<file path="config.mk">
export PLATFORM = sky130hd
export DESIGN_NAME = microseq_top
export DESIGN_NICKNAME = d
export VERILOG_FILES = /design/src/rtl/microseq_pkg.sv /design/src/rtl/microseq_ctrl.sv /design/src/rtl/microseq_dpath.sv /design/src/rtl/microseq_top.sv
export SDC_FILE = /design/constraint.sdc
export NUM_CORES = 1
export LEC_CHECK = 0
export BUFFER_PORTS_ARGS = -buffer_cell sky130_fd_sc_hd__buf_2
export CAP_MARGIN = 25
export CORE_ASPECT_RATIO = 0.75
export CORE_MARGIN = 10
export CORE_UTILIZATION = 33
export DETAILED_ROUTE_END_ITERATION = 12
export PLACE_DENSITY = 0.67
export RECOVER_POWER = 50
export SYNTH_ARGS = -nofsm -noshare
export SYNTH_HDL_FRONTEND = slang
export SYNTH_HIERARCHICAL = 1
export SYNTH_SLANG_ARGS = --single-unit
</file>
<file path="constraint.sdc">
create_clock -name clk -period 3.23 [get_ports clk]
set_input_delay 0.646 -clock clk [delete_from_list [all_inputs] [get_ports clk]]
set_output_delay 0.646 -clock clk [all_outputs]
set_load 0.02 [all_outputs]
</file>
<file path="src/rtl/microseq_pkg.sv">
package microseq_pkg;
  typedef enum logic [1:0] {
    SRC_INC = 2'b00,
    SRC_AD  = 2'b01,
    SRC_SBR = 2'b10,
    SRC_MAP = 2'b11
  } srcSel_e;

  typedef struct packed {
    srcSel_e srcSel;
    logic    saveRet;
  } seqStrobe_t;

  localparam logic [1:0] BR_JUMP = 2'b00;
  localparam logic [1:0] BR_CALL = 2'b01;
  localparam logic [1:0] BR_RET  = 2'b10;
  localparam logic [1:0] BR_MAP  = 2'b11;
endpackage

</file>
<file path="src/rtl/microseq_ctrl.sv">
module microseq_ctrl
  import microseq_pkg::*;
(
  input  logic [1:0] condSel,
  input  logic [1:0] brKind,
  input  logic       indBit,
  input  logic       signBit,
  input  logic       zeroBit,
  output seqStrobe_t strobe
);
  logic [3:0] condVec;
  logic       testHit;

  // condition multiplexer: index 0 is the constant-true input
  assign condVec = {zeroBit, signBit, indBit, 1'b1};
  assign testHit = condVec[condSel];

  always_comb begin
    strobe.saveRet = 1'b0;
    strobe.srcSel  = SRC_INC;
    unique case (brKind)
      BR_JUMP: strobe.srcSel = testHit ? SRC_AD : SRC_INC;
      BR_CALL: begin
        strobe.srcSel  = testHit ? SRC_AD : SRC_INC;
        strobe.saveRet = testHit;
      end
      BR_RET:  strobe.srcSel = SRC_SBR;
      default: strobe.srcSel = SRC_MAP;
    endcase
  end
endmodule

</file>
<file path="src/rtl/microseq_dpath.sv">
module microseq_dpath
  import microseq_pkg::*;
#(
  parameter int ADDR_W = 7,
  parameter int OPC_W  = 4
) (
  input  logic              clk,
  input  logic              rst,
  input  seqStrobe_t        strobe,
  input  logic [ADDR_W-1:0] brTarget,
  input  logic [OPC_W-1:0]  opcode,
  output logic [ADDR_W-1:0] carQ,
  output logic [ADDR_W-1:0] sbrQ
);
  localparam int SLOT_W = ADDR_W - 1 - OPC_W;
  localparam logic [ADDR_W-1:0] FETCH_BASE = ADDR_W'(1) << (ADDR_W - 1);

  logic [ADDR_W-1:0] carInc;
  logic [ADDR_W-1:0] mapped;
  logic [ADDR_W-1:0] carNext;

  assign carInc = carQ + 1'b1;

  generate
    if (SLOT_W > 0) begin : g_slot
      assign mapped = {1'b0, opcode, {SLOT_W{1'b0}}};
    end else begin : g_noslot
      assign mapped = {1'b0, opcode};
    end
  endgenerate

  always_comb begin
    unique case (strobe.srcSel)
      SRC_INC: carNext = carInc;
      SRC_AD:  carNext = brTarget;
      SRC_SBR: carNext = sbrQ;
      default: carNext = mapped;
    endcase
  end

  always_ff @(posedge clk) begin
    if (rst) begin
      carQ <= FETCH_BASE;
      sbrQ <= '0;
    end else begin
      carQ <= carNext;
      if (strobe.saveRet) sbrQ <= carInc;
    end
  end
endmodule

</file>
<file path="src/rtl/microseq_top.sv">
module microseq_top
  import microseq_pkg::*;
#(
  parameter int ADDR_W = 7,
  parameter int OPC_W  = 4
) (
  input  logic              clk,
  input  logic              rst,
  input  logic [1:0]        condSel,
  input  logic [1:0]        brKind,
  input  logic [ADDR_W-1:0] brTarget,
  input  logic              indBit,
  input  logic              signBit,
  input  logic              zeroBit,
  input  logic [OPC_W-1:0]  opcode,
  output logic [ADDR_W-1:0] ctlAddr
);
  seqStrobe_t        strobe;
  logic [ADDR_W-1:0] retAddr;

  microseq_ctrl ctrl_i (
    .condSel(condSel), .brKind(brKind), .indBit(indBit),
    .signBit(signBit), .zeroBit(zeroBit), .strobe(strobe)
  );

  microseq_dpath #(.ADDR_W(ADDR_W), .OPC_W(OPC_W)) dpath_i (
    .clk(clk), .rst(rst), .strobe(strobe), .brTarget(brTarget),
    .opcode(opcode), .carQ(ctlAddr), .sbrQ(retAddr)
  );
endmodule

</file>
# After elaboration in Yosys (flattened, before gate mapping)
# Cells that the tools add are included.
# op_classes
n_addsub	1
magnitude_cmp	1
reduce_logical	3
n_eq_ne	4
n_mux	6
# ops
operator	n
case mux 7 bit (3 select lines)	1
adder 7 x 1 -> 7 bit, second input constant	1
== test 2 x 1 -> 1 bit, second input constant	2
== test 2 bit, second input constant	2
logical NOT 2 bit	2
case mux 2 bit (2 select lines)	1
less-than comparator 2 x 3 -> 1 bit, second input constant	1
two-way mux 1 bit	3
binary-select mux 1 bit (select 2 bit)	1
OR reduction 2 bit	1
# totals
output_inout_bits	7
regBits	14

# Longest topological paths before layout
# logic_depth
depth_word	6
depth_mapped	8

# Hierarchy
# Netlist, hierarchy kept.
# by_module_without_submodules
mod	seq_area_each_um2	n_inst	cells_per_inst	area_per_inst_um2
microseq_dpath	280.3	1	69	671.9
microseq_ctrl	0.0	1	7	55.1

# Worst setup path before layout
# OpenSTA, ideal clock, no wires.
# synth_path
path_kind	input to register
startpoint	input indBit
endpoint	register dpath_i.carQ[6]
path_stages	7
t_arrival_ns	1.767
path_slack_ns	1.331
path_buffers	1
path_cell_list	nor3b_2 nor2_1 a22o_1 buf_6 nor2b_1 a221oi_1 o31ai_1
# synth_rtl
element	line_no	text
from (decl)	microseq_top.sv:12	input logic indBit,
to (signal assigned)	microseq_dpath.sv:46	carQ <= carNext;
to (decl)	microseq_dpath.sv:12	output logic [ADDR_W-1:0] carQ,

==> metrics.cfg <==
[critical_path]
worstSetupEndpointType=register
cp_max_fo=13
ff2ff_setup_slack_ps=1590
crit_type=in -> reg
cp.arrival_ps=2190
cp-start-kind=primary input
regToRegEndpoint=dpath_i/carQ[4]
reg2reg_from=dpath_i/carQ[0]
cp.required_ps=3400
r2r_cells=5

[timing]
period_needed_ps=2026
worst_pin_slew_ps=567.5
fmax_mhz=493.5
skew_ps=3.180
relSlewSlack=0.6216
finalHoldViolCount=0
fin_tns_setup_ps=0
finalCritPeriodShare=0.6274
rsz0062_at_grt=no
setup_violations=0
setup_ws_ps=1204
slew_viol_final=0

[hold_path]
hold_depth=2
hold_path_class=reg -> reg
worstHoldEndpoint=dpath_i/sbrQ[0]
hp-start=dpath_i/sbrQ[0]

[layout]
fillers=217
syn_to_final_growth_pct=20.31
antennaDiodeCount=0
post-route-util=0.4267
multi_input_area_um2=420.4
final_layout_size_suffix_gt1_frac=0.2700
stdcell_count=124
seq_area_um2=280.3
nets=123

[clocking]
cts_max_level=1
hold_buffers=0
cts-buffers-inserted=3
cts_tree=done
cts_root_buf=clkbuf_4
cts_setup_buffers=0
post_cts_resized=0
cts_sinks=14
insertion_delay_ps=270
clock_path_buffers=2
path_clk_slew_ps=80

[placed_design]
portBuffers=26
place_congestion=0.7181
hpwl_um=1470
placed_cells=121
pre_cts_ws_ps=912.7

[grt]
grt-ovfl-total=0
antenna_found_initial=0
grt_pass1_vias=703
grt_use_total=0.08936
grt_pass1_wl_um=3105
grt_max_degree=15

[detailed_routing]
routed_via_density=5.250
first_iter_violations=20
routed_wirelength_um=1897
wl_met1_um=837
wl_met3_um=172
drtPass1Iterations=4
wl_met2_um=887
top_layer_used=met3
wire_per_inst_um=15.30
detail-route-antenna-nets=0
drc_errors=0
num_vias=651

[logic_synthesis]
netlist_top_cells_area=dfxtp_1 39%, mux2i_1 8.3%, nor2_1 7.2%, mux4_2 6.2%, a211oi_1 5.2%
synth_nets=97
ys_top_cells_by_count=14 x dfxtp_1, 14 x nor2_1, 6 x mux2i_1
netlist_area_um2=726.9
synthFlopType=dfxtp_1
synthCells=76
synth_area_leader_cell=dfxtp_1
synth_top_area_share=0.3855
seq_area_frac_synth=0.3855
yosysWarningCount=6
synth.distinct_cells=26
ys_ff_latch=14
async_reset_ff_frac=0
avgSynthCellArea_um2=9.565
synth_edf_count=0

[floorplan]
die_y_um=60.65
start_util=0.3547
ioPinCount=27
dieWidth_um=74.20
core_area_um2=2049
rows=14
dieArea_um2=4500

[run_status]
outcome=complete, no violations

[job]
drv_cap=0

[power_and_ir_drop]
vdd_drop_max_mv=0.2989
power_density_nw_per_um2=423.4
cellLeakagePower_nw=0.3419

[registers in the layout, indices dropped and copies added, names as in the netlist]
| register | cells |
|---|---|
| dpath_i/carQ | 7 |
| dpath_i/sbrQ | 7 |
[placed cells by master, fill, tap and decap left out, drive strengths merged]
cell     instances
mux4             2
a22oi            1
nor3b            1
a211oi           5
nand2            3
clkbuf          10
dfxtp           14
a211o            1
o21ai            1
mux2             1
a22o             1
a2bb2oi          1
a221oi           1
nor2b            4
or3              1
buf             19
ha               1
nand3            3
xnor2            4
a21oi            3
a311oi           1
nor2            14
o31ai            1
mux2i            6
and4bb           1
[final cells by class]
cell class,count,area share
Timing Repair Buffer,26,0.1388
Sequential cell,14,0.3205
Clock buffer,3,0.02575
Multi-Input combinational cell,57,0.4807
Tap cell,24,0.03433
[worst max path at each step]
stage          startpoint  cells past startpoint  slack, ps         endpoint
2_1_floorplan      indBit                      7       1330  dpath_i/carQ[6]
3_3_place_gp   condSel[0]                      6        960  dpath_i/carQ[4]
3_5_place_dp   condSel[0]                      6        910  dpath_i/carQ[3]
4_1_cts        condSel[0]                      6       1220  dpath_i/carQ[3]
5_1_grt        condSel[0]                      7       1120  dpath_i/carQ[5]
6_report       condSel[0]                      6       1200  dpath_i/carQ[4]
[metrics by stage]
stage | area (um^2) | power [mW] | hold slack (ps)
after floorplan | 726.9 | 0.2526 | 451.1
final | 874.6 | 0.3703 | 483.9
after global placement | 860.8 | 0.2762 | 469.5
after CTS | 883.3 | 0.3791 | 485.8
after detailed placement | 860.8 | 0.2786 | 473.8
after global routing | 874.6 | 0.3976 | 525.2
[layer usage]
metal | vias up | global-route usage
li1 | 323 | -
met1 | 308 | 0.09502
met2 | 20 | 0.1505
met3 | 0 | 0.05383
met4 | 0 | 0.01857
met5 | - | 0
[power by group]
part	total (mW)	switching, mW	internal, mW
clock network	0.0977	0.0545	0.0432
registers	0.193	0.00992	0.184
logic	0.0791	0.0423	0.0368
[cells by family (layout without fill, tap and decap cells)]
| kind of cell | after synthesis | count (layout) | synth area share |
|---|---|---|---|
| AOI/OAI and AO/OA | 16 | 16 | 0.1601 |
| DFF | 14 | 14 | 0.3855 |
| adders and majority gates | 1 | 1 | 0.01721 |
| buffers and inverters | 5 | 29 | 0.03614 |
| xor gates and xnor gates | 4 | 4 | 0.04819 |
| muxes | 9 | 9 | 0.1601 |
| and+or+nand+nor | 27 | 27 | 0.1928 |
[critical path, stage by stage]
cell and delay (ps):
clkbuf_1 90, nor3b_2 160, nor2_1 100, a22o_1 510
mux4_2 560, nor2b_1 130
(Power assumes the default switching activity.)
